$ cat config.mk
export PLATFORM = sky130hd
export DESIGN_NAME = int_divider
export DESIGN_NICKNAME = d
export VERILOG_FILES = /design/src/rtl/intdiv_pkg.sv /design/src/rtl/intdiv_prep.sv /design/src/rtl/intdiv_core.sv /design/src/rtl/intdiv_fixup.sv /design/src/rtl/int_divider.sv
export SDC_FILE = /design/constraint.sdc
export NUM_CORES = 1
export LEC_CHECK = 0
export ABC_AREA = 1
export BUFFER_PORTS_ARGS = -buffer_cell sky130_fd_sc_hd__buf_2
export CELL_PAD_IN_SITES_DETAIL_PLACEMENT = 2
export CELL_PAD_IN_SITES_GLOBAL_PLACEMENT = 2
export CORE_MARGIN = 3
export CORE_UTILIZATION = 31
export DETAILED_ROUTE_END_ITERATION = 8
export GPL_TIMING_DRIVEN = 0
export PLACE_DENSITY_LB_ADDON = 0.2
export SYNTH_ARGS = -nofsm -noshare
export SYNTH_HDL_FRONTEND = slang
export SYNTH_HIERARCHICAL = 1
export SYNTH_SLANG_ARGS = --single-unit
$ cat constraint.sdc
create_clock -name clk -period 3.9 [get_ports clk]
set_clock_uncertainty 0.2 [all_clocks]
set_input_delay 0.585 -clock clk [delete_from_list [all_inputs] [get_ports clk]]
set_output_delay 0.585 -clock clk [all_outputs]
set_load 0.01 [all_outputs]
$ cat src/rtl/intdiv_pkg.sv
// Shared types for the iterative divider.
// Assumes: consumers import the package; no parameters live here.
package intdiv_pkg;

    // Operation select bits captured at start.
    typedef struct packed {
        logic is_signed;
        logic want_rem;
        logic use_imm;
    } div_op_t;

    // Controller states.
    typedef enum logic [1:0] {
        ST_IDLE = 2'd0,
        ST_RUN  = 2'd1,
        ST_FIN  = 2'd2
    } div_state_t;

endpackage

$ cat src/rtl/intdiv_prep.sv
// Operand preparation: picks the divisor, tests it for zero and
// converts both operands to magnitudes with their sign flags.
// Assumes: purely combinational; IW < DW.
module intdiv_prep
    import intdiv_pkg::*;
#(
    parameter int DW = 32,
    parameter int IW = 16
) (
    input  div_op_t          op,
    input  logic [DW-1:0]    dividend,
    input  logic [DW-1:0]    divisor_reg,
    input  logic [IW-1:0]    imm,
    output logic [DW-1:0]    mag_a,
    output logic [DW-1:0]    mag_b,
    output logic             neg_quo,
    output logic             neg_rem,
    output logic             div_zero
);
    localparam int XW = DW - IW;

    logic [DW-1:0] imm_sx;
    logic [DW-1:0] imm_zx;
    logic [DW-1:0] dvs;
    logic          sgn_a;
    logic          sgn_b;

    // Extend the immediate both ways and select the divisor.
    always_comb begin
        imm_sx = {{XW{imm[IW-1]}}, imm};
        imm_zx = {{XW{1'b0}}, imm};
        if (op.use_imm)
            dvs = op.is_signed ? imm_sx : imm_zx;
        else
            dvs = divisor_reg;
    end

    // Zero test: immediate forms test the sign-extended value.
    always_comb begin
        if (op.use_imm)
            div_zero = (imm_sx == '0);
        else
            div_zero = (divisor_reg == '0);
    end

    // Magnitudes and result sign flags.
    always_comb begin
        sgn_a   = op.is_signed & dividend[DW-1];
        sgn_b   = op.is_signed & dvs[DW-1];
        mag_a   = sgn_a ? (~dividend + 1'b1) : dividend;
        mag_b   = sgn_b ? (~dvs + 1'b1) : dvs;
        neg_quo = sgn_a ^ sgn_b;
        neg_rem = sgn_a;
    end
endmodule

$ cat src/rtl/intdiv_core.sv
// Restoring shift-subtract datapath on unsigned magnitudes.
// One quotient bit per step; DW steps give a full result.
// Assumes: load and step are never high together.
module intdiv_core #(
    parameter int DW = 32
) (
    input  logic          clk,
    input  logic          rst_n,
    input  logic          load,
    input  logic          step,
    input  logic [DW-1:0] mag_a,
    input  logic [DW-1:0] mag_b,
    output logic [DW-1:0] quo,
    output logic [DW-1:0] rem
);
    logic [DW-1:0] dvs_q;
    logic [DW:0]   shifted;
    logic [DW:0]   trial;

    // Trial subtraction of the divisor from the shifted remainder.
    always_comb begin
        shifted = {rem, quo[DW-1]};
        trial   = shifted - {1'b0, dvs_q};
    end

    // Iteration registers: load operands, then shift in quotient bits.
    always_ff @(posedge clk) begin
        if (!rst_n) begin
            quo   <= '0;
            rem   <= '0;
            dvs_q <= '0;
        end else if (load) begin
            quo   <= mag_a;
            rem   <= '0;
            dvs_q <= mag_b;
        end else if (step) begin
            if (!trial[DW]) begin
                rem <= trial[DW-1:0];
                quo <= {quo[DW-2:0], 1'b1};
            end else begin
                rem <= shifted[DW-1:0];
                quo <= {quo[DW-2:0], 1'b0};
            end
        end
    end
endmodule

$ cat src/rtl/intdiv_fixup.sv
// Sign fix-up and result selection after the magnitude loop.
// Assumes: purely combinational; flags come from the captured operation.
module intdiv_fixup #(
    parameter int DW = 32
) (
    input  logic [DW-1:0] quo,
    input  logic [DW-1:0] rem,
    input  logic          neg_quo,
    input  logic          neg_rem,
    input  logic          want_rem,
    output logic [DW-1:0] value
);
    logic [DW-1:0] q_s;
    logic [DW-1:0] r_s;

    // Negate where needed, then choose quotient or remainder.
    always_comb begin
        q_s   = neg_quo ? (~quo + 1'b1) : quo;
        r_s   = neg_rem ? (~rem + 1'b1) : rem;
        value = want_rem ? r_s : q_s;
    end
endmodule

$ cat src/rtl/int_divider.sv
// Top of the iterative divide/remainder unit. Accepts a start when idle,
// faults immediately on a zero divisor, otherwise runs DW iterations plus
// one fix-up cycle and pulses done with the result.
// Assumes: start is sampled only while idle; outputs are registered.
module int_divider
    import intdiv_pkg::*;
#(
    parameter int DW = 32,
    parameter int IW = 16
) (
    input  logic          clk,
    input  logic          rst_n,
    input  logic          start,
    input  logic          op_signed,
    input  logic          op_rem,
    input  logic          op_imm,
    input  logic [DW-1:0] dividend,
    input  logic [DW-1:0] divisor_reg,
    input  logic [IW-1:0] imm,
    output logic          busy,
    output logic          done,
    output logic [DW-1:0] result,
    output logic          fault
);
    localparam int CW = $clog2(DW);
    localparam logic [CW-1:0] LAST = CW'(DW - 1);

    div_state_t    state;
    logic [CW-1:0] iter;
    div_op_t       op_in;
    logic          keep_rem;
    logic          keep_nq;
    logic          keep_nr;
    logic [DW-1:0] mag_a;
    logic [DW-1:0] mag_b;
    logic          neg_quo;
    logic          neg_rem;
    logic          div_zero;
    logic          accept;
    logic          do_load;
    logic [DW-1:0] quo;
    logic [DW-1:0] rem;
    logic [DW-1:0] fix_val;
    logic          done_q;
    logic          fault_q;
    logic [DW-1:0] result_q;

    // Bundle the select bits and derive the accept/load strobes.
    always_comb begin
        op_in   = '{is_signed: op_signed, want_rem: op_rem, use_imm: op_imm};
        accept  = (state == ST_IDLE) && start;
        do_load = accept && !div_zero;
    end

    intdiv_prep #(.DW(DW), .IW(IW)) u_prep (
        .op          (op_in),
        .dividend    (dividend),
        .divisor_reg (divisor_reg),
        .imm         (imm),
        .mag_a       (mag_a),
        .mag_b       (mag_b),
        .neg_quo     (neg_quo),
        .neg_rem     (neg_rem),
        .div_zero    (div_zero)
    );

    intdiv_core #(.DW(DW)) u_core (
        .clk   (clk),
        .rst_n (rst_n),
        .load  (do_load),
        .step  (state == ST_RUN),
        .mag_a (mag_a),
        .mag_b (mag_b),
        .quo   (quo),
        .rem   (rem)
    );

    intdiv_fixup #(.DW(DW)) u_fix (
        .quo      (quo),
        .rem      (rem),
        .neg_quo  (keep_nq),
        .neg_rem  (keep_nr),
        .want_rem (keep_rem),
        .value    (fix_val)
    );

    // Controller: sequencing, captured flags and registered outputs.
    always_ff @(posedge clk) begin
        if (!rst_n) begin
            state    <= ST_IDLE;
            iter     <= '0;
            keep_rem <= 1'b0;
            keep_nq  <= 1'b0;
            keep_nr  <= 1'b0;
            done_q   <= 1'b0;
            fault_q  <= 1'b0;
            result_q <= '0;
        end else begin
            done_q  <= 1'b0;
            fault_q <= 1'b0;
            case (state)
                ST_IDLE: begin
                    if (accept) begin
                        if (div_zero) begin
                            done_q   <= 1'b1;
                            fault_q  <= 1'b1;
                            result_q <= '0;
                        end else begin
                            state    <= ST_RUN;
                            iter     <= '0;
                            keep_rem <= op_rem;
                            keep_nq  <= neg_quo;
                            keep_nr  <= neg_rem;
                        end
                    end
                end
                ST_RUN: begin
                    iter <= iter + 1'b1;
                    if (iter == LAST)
                        state <= ST_FIN;
                end
                ST_FIN: begin
                    result_q <= fix_val;
                    done_q   <= 1'b1;
                    state    <= ST_IDLE;
                end
                default: state <= ST_IDLE;
            endcase
        end
    end

    // Drive the ports from the registered state.
    always_comb begin
        busy   = (state != ST_IDLE);
        done   = done_q;
        fault  = fault_q;
        result = result_q;
    end
endmodule

==> metrics, run 1 <==
status complete, no violations; Gate Count Post-Synth 2508; post-route insts no fill 3241; Syn. warnings 6; Layout Nets 2770; # fillers 5757; Chip Width 216 um; Die Ht 216 um; DR iter-0 viols 865; Clock Tree Buf Depth 2; Critical Path Source Type input pin; post-layout minimum cycle time 3.64 ns; Max IR drop VDD 0.356 mV; reg-to-reg startpoint state[1]; worst hold slack 0.207 ns; Placer Congestion 0.905; Leakage Power 8.36 nW; worst hold stages 3; first-pass GRT wire length 93700 um; DIE AREA 46700 um^2; root buffer cell clkbuf_16; post-route cell area 15600 um^2; min-delay src op_rem; Max Cap Viol 0; Core Util, Final 0.359; pin count of the biggest net entering global routing 17; RSZ-0062 raised after global routing false; TritonCTS Buffers 17; Hold Path End keep_rem; HP Class input pin to flip-flop; fraction of layout cells with a size suffix above 1 0.107; DRT Pass-1 Iters 5; DRC 0; via count 16202; critical path class input pin to flip-flop; CTS H-tree depth 4; port bufs 119; Top Ports 121; Reg2Reg Depth 8; Synth Flop Type dfxtp_1; Unique masters post-synth 50; Final Setup Violations 0; Mapped Area 13700 um^2; total wire length 58300 um; number of synthesized flops with an enable pin 0; post-synthesis sequential area ratio 0.205; Area Growth Syn to Fin 13.7%; synthesized flop and latch total 140; total chip power 4.41 mW; worst-margin pin slew 0.748 ns; clock sink count 140; Rows 76; Worst slew margin 0.496; clk_lat worst skew 0.45 ns; ant diodes 0; ANT nets after route 0; reg-to-reg slack, setup 0.84 ns; Overall Global Routing Usage 0.249; Slew Viols, Final 0; Critical Path AT 3.83 ns; drt via density 5.00; Initial Util 0.316; WL/cell 18.0 um; Placed Cells 3212; required time of the critical path 4.10 ns; Hold Vio Cnt, Final 0; Reg area 2800 um^2; gr ovfl total 0; Core ar. 43400 um^2; period utilization 0.933; async set or reset register ratio after synthesis 0; TritonCTS clock tree yes; DP Area 15000 um^2; Worst Path Max Fanout 10; RR Endpoint u_core/rem[25]; Fmax achieved 275 MHz; hold-fix buffers at CTS 0; DP HPWL 49200 um; Mapped Nets 2633; Multi-input gate area 8840 um^2; Mean Syn Cell Area 5.46 um^2; antenna violations before repair 0; Setup crit end kind flip-flop; clk slew on worst S/H paths 0.06 ns; P per Cell Area 283 nW/um^2; vias in the first global route 17529
cell usage after synthesis (2+ instances only):
master | number | share of area
a21oi_1 | 108 | 0.039
a21oi_2 | 5 | 0.0032
a22oi_1 | 9 | 0.0049
a31o_2 | 3 | 0.0019
and2_1 | 9 | 0.0041
buf_1 | 8 | 0.0022
buf_2 | 17 | 0.0062
buf_4 | 14 | 0.0077
buf_6 | 8 | 0.0066
buf_8 | 2 | 0.0022
clkbuf_1 | 33 | 0.0091
clkinv_1 | 2 | 0.00055
dfxtp_1 | 140 | 0.20
ha_1 | 38 | 0.035
inv_1 | 404 | 0.11
inv_2 | 12 | 0.0033
nand2_1 | 904 | 0.25
nand2_2 | 23 | 0.011
nand2_4 | 4 | 0.0033
nand3_1 | 184 | 0.067
nand3_2 | 6 | 0.0044
nand3b_1 | 24 | 0.013
nand4_1 | 33 | 0.015
nor2_1 | 267 | 0.073
nor2_2 | 17 | 0.0078
nor2_4 | 6 | 0.0049
nor3_1 | 16 | 0.0059
nor4_1 | 10 | 0.0046
o211ai_1 | 12 | 0.0066
o21ai_0 | 95 | 0.035
o21ai_1 | 12 | 0.0044
o21ai_2 | 8 | 0.0051
o21bai_1 | 2 | 0.0011
o221ai_1 | 3 | 0.0019
o22ai_1 | 3 | 0.0014
o31ai_1 | 2 | 0.0011
xnor2_1 | 14 | 0.0090
xor2_1 | 39 | 0.025
timing repair:
item | in CTS | in global routing
buffers inserted | 0 | 0
resized for setup | 4 | 1
endpoints found under the setup margin | 89 | 32
logic make-up after synthesis:
family	after synthesis	share of synthesized area
simple gates	1507	0.465
buf+inv	502	0.150
compound gates	267	0.109
flops	140	0.205
fa+ha+maj	39	0.0362
xor+xnor	53	0.0339
how the worst max path moves through the flow:
stage / from / to / depth (start not counted)
6_report: divisor_reg[30] / u_core/quo[26] / 17
5_1_grt: divisor_reg[27] / u_core/quo[17] / 17
4_1_cts: divisor_reg[30] / u_core/rem[25] / 15
3_5_place_dp: imm[15] / u_core/quo[14] / 14
3_3_place_gp: imm[15] / u_core/quo[26] / 14
2_1_floorplan: divisor_reg[11] / u_core/quo[26] / 16
stage by stage:
step | setup WS [ns] | setup TNS [ns]
6_report | 0.263 | 0
4_1_cts | 0.130 | 0
3_5_place_dp | -0.966 | -70.92
5_1_grt | 0.0341 | 0
3_3_place_gp | -0.869 | -58.36
2_1_floorplan | 0.989 | 0
critical path: stages:
cell and delay, ns:
buf_2 0.10, nor4_1 0.35, nand4_1 0.24, nor2_1 0.15, nand2_1 0.08, o21ai_2 0.19
inv_1 0.14, nand3_2 0.19, inv_1 0.12, clkbuf_1 0.31, nor2_1 0.25, clkbuf_1 0.42
clkbuf_2 0.35, nand2_1 0.09, o211ai_1 0.11, nand2_1 0.07, inv_1 0.06
final cells by class:
type	instances	share of cell area
Tap cell	585	0.0470
Multi-Input combinational cell	1866	0.568
Clock buffer	20	0.0300
Inverter	418	0.101
Sequential cell	140	0.180
Buffer	83	0.0312
Timing Repair Buffer	119	0.0383
Clock inverter	10	0.00442
metal layers:
layer,vias up,track usage,part of all wire,wire length [um]
met3,49,0.0243,0.027,1560
met5,-,0,0,0
met2,204,0.442,0.48,28200
li1,8012,-,-,-
met4,0,0.0643,0.020,1150
met1,7937,0.325,0.47,27400
placed cells by master (no fill, tap or decap), drive strengths merged, types with 8 or more instances in the layout:
master  netlist  final
nand2       931    931
inv         416    417
nor2        291    291
nand3       190    190
buf          49    168
dfxtp       140    140
o21ai       115    115
a21oi       114    114
clkbuf       34     53
xor2         39     39
ha           38     38
nand4        33     33
nand3b       24     24
nor3         17     17
xnor2        14     14
o211ai       12     12
nor4         10     10
and2         10     10
a22oi         9      9
clkinv        2      8
registers in the layout, summed over array words and instances, names as in the netlist, 2 cells and up:
name	cells
result	32
iter	5
u_core/quo	32
state	2
u_core/rem	32
u_core/dvs_q	32
where the power goes:
part | internal (mW) | leakage, nW | switching (mW)
Clock | 0.853 | 0.260 | 0.665
Sequential | 1.49 | 1.14 | 0.0640
Combinational | 0.397 | 6.96 | 0.938
(Power assumes the default switching activity.)
==> run 2: changes to the inputs <==
- CORE_UTILIZATION: 31 -> 28
- clock period: 3.9 -> 3.28 ns (I/O delays scaled with it)
==> run 2 against run 1 <==
Core utilization decreased by 3.2 points. Clock power rose by 21%. Combinational power grew 19%. Cell count grew 1.2%. Sequential cell count is the same. Die area up 10%. Design area grew 0.89%. Largest cell class unchanged.
==> metrics, run 2 (synthesized netlist as in run 1, its figures left out) <==
Die Ht 227 um (+5.1%); setup TNS 0 ns (unchanged); Chip Width 227 um (+5.1%); WL/cell 18.0 um (-0.12%); Fmax achieved 326 MHz; reg-to-reg startpoint u_core/quo[31]; critical path class input pin to flip-flop; ANT nets after route 0 (unchanged); Top Ports 121 (unchanged); DRT Pass-1 Iters 4 (-1); clk_lat worst skew 0.44 ns (about the same); Setup crit end kind flip-flop; Overall Global Routing Usage 0.231 (-0.0188); Max IR drop VDD 0.432 mV (+22%); Leakage Power 8.42 nW (+0.66%); first-pass GRT wire length 94100 um (+0.40%); Hold Vio Cnt, Final 0 (unchanged); Rows 80 (+5.3%); Core ar. 48000 um^2 (+11%); worst-margin pin slew 0.700 ns (-0.0482 ns); Final Setup Violations 0 (unchanged); HP Class input pin to flip-flop; reg-to-reg slack, setup 0.36 ns (-0.48 ns); DRC 0 (unchanged); Critical Path AT 3.26 ns (-0.57 ns); vias in the first global route 17209 (-1.8%); Max Cap Viol 0 (unchanged); period utilization 0.935; status complete, no violations; Critical Path Source Type input pin; Reg2Reg Depth 17 (+9); DIE AREA 51600 um^2 (+10%); Hold Path End keep_rem; Placer Congestion 0.850 (-6.1%); total wire length 58900 um (+1.1%); antenna violations before repair 0 (unchanged); DR iter-0 viols 655 (-24%); drt via density 4.87 (-2.6%); Clock Tree Buf Depth 2 (unchanged); Initial Util 0.285 (-0.0308); TritonCTS Buffers 17 (unchanged); total chip power 5.29 mW (+20%); required time of the critical path 3.47 ns (-0.63 ns); clk slew on worst S/H paths 0.06 ns (about the same); fraction of layout cells with a size suffix above 1 0.113 (+0.00644); post-layout minimum cycle time 3.07 ns; commonest non-fill, non-tap cell in the layout nand2_1; # fillers 6211 (+7.9%); RR Endpoint u_core/rem[19]; min-delay src op_rem; gr ovfl total 0 (unchanged); TritonCTS clock tree yes; Area Growth Syn to Fin 14.7%; Worst Path Max Fanout 10 (unchanged); clock sink count 140 (unchanged); via count 15966 (-1.5%); DP HPWL 50100 um (+1.9%); port bufs 119 (unchanged); P per Cell Area 337 nW/um^2 (+19%); commonest non-fill, non-tap cells in the layout nand2_1 (903), inv_1 (403), nor2_1 (266), nand3_1 (184), dfxtp_1 (140); pin count of the biggest net entering global routing 17 (unchanged); root buffer cell clkbuf_16; ant diodes 0 (unchanged); worst hold stages 3 (unchanged); Slew Viols, Final 0 (unchanged); Worst slew margin 0.533 (+0.0374); Layout Nets 2776 (+0.22%); CTS H-tree depth 4 (unchanged)
-- run 2: cell types whose count changed in the layout (fill, tap and decap cells not counted), moves of 2 or more --
cell / previous run / this run
clkbuf_2: 1 / 5
clkbuf_4: 0 / 2
clkinv_4: 2 / 0
clkbuf_1: 31 / 24
buf_4: 14 / 20
clkbuf_8: 4 / 6
clkinvlp_4: 3 / 5
-- run 2: what timing repair did --
action / CTS / global route
pin swaps: 1 / 0
resized for setup: 11 / 12
hold endpoints to repair: 0 / 0
hold buffers: 0 / 0
buffers inserted: 3 / 3
setup endpoints to repair: 96 / 80
gates cloned: 0 / 0
-- run 2: area by class of cell --
class | count | area (um^2) | area share
buffer | 83 | 499 | 0.0318
clock buffer | 22 | 494 | 0.0315
clock inverter | 10 | 63.8 | 0.00407
inverter | 418 | 1570 | 0.100
multi-input combinational | 1866 | 8850 | 0.564
sequential | 140 | 2800 | 0.179
tap | 615 | 769 | 0.0490
timing repair buffer | 125 | 641 | 0.0408
-- run 2: how the worst max path moves through the flow --
stage,from,end,slack [ns],depth (start not counted)
after floorplan,divisor_reg[11],u_core/quo[26],0.46,16
after global placement,imm[15],u_core/quo[26],-1.51,14
after detailed placement,imm[15],u_core/quo[14],-1.55,14
after CTS,divisor_reg[27],u_core/quo[17],0.02,16
after global routing,divisor_reg[27],u_core/quo[31],-0.006,15
final,divisor_reg[27],u_core/quo[17],0.21,16
-- run 2: worst max-delay path, stage by stage --
cell        delay [ns]
buf_2             0.11
nor4_1            0.35
nand4_1           0.23
nor2_1            0.14
nand2_1           0.10
o21ai_4           0.14
inv_1             0.11
nand3_2           0.23
clkinvlp_4        0.25
nor2_1            0.24
clkbuf_4          0.26
clkbuf_4          0.24
a22oi_1           0.09
nand2_1           0.12
nand2_1           0.07
inv_1             0.07
-- run 2: per-stage QoR --
step	instance area, um^2	hold slack [ns]	cells	utilization	setup slack, ns
after floorplan	13700	0.233	2508	-	0.462
after global placement	15100	0.252	3242	0.313	-1.51
after global routing	15700	0.162	3279	0.327	-0.00613
after detailed placement	15100	0.270	3242	0.313	-1.55
final	15700	0.156	3279	0.327	0.214
after CTS	15600	0.131	3276	0.326	0.0208
-- run 2: per-layer routing --
metal  routed length (um)  share of wire  vias up  global-route usage
met1                28000           0.48     7736               0.302
li1                     -              -     8028                   -
met3                 1180          0.020       33              0.0208
met2                29000           0.49      169               0.416
met5                    0              0        -                   0
met4                  696          0.012        0              0.0417
-- run 2: power breakdown --
| part | total [mW] | internal, mW | switching [mW] |
|---|---|---|---|
| Clock | 1.84 | 1.06 | 0.780 |
| Sequential | 1.85 | 1.77 | 0.0748 |
| Combinational | 1.60 | 0.483 | 1.12 |
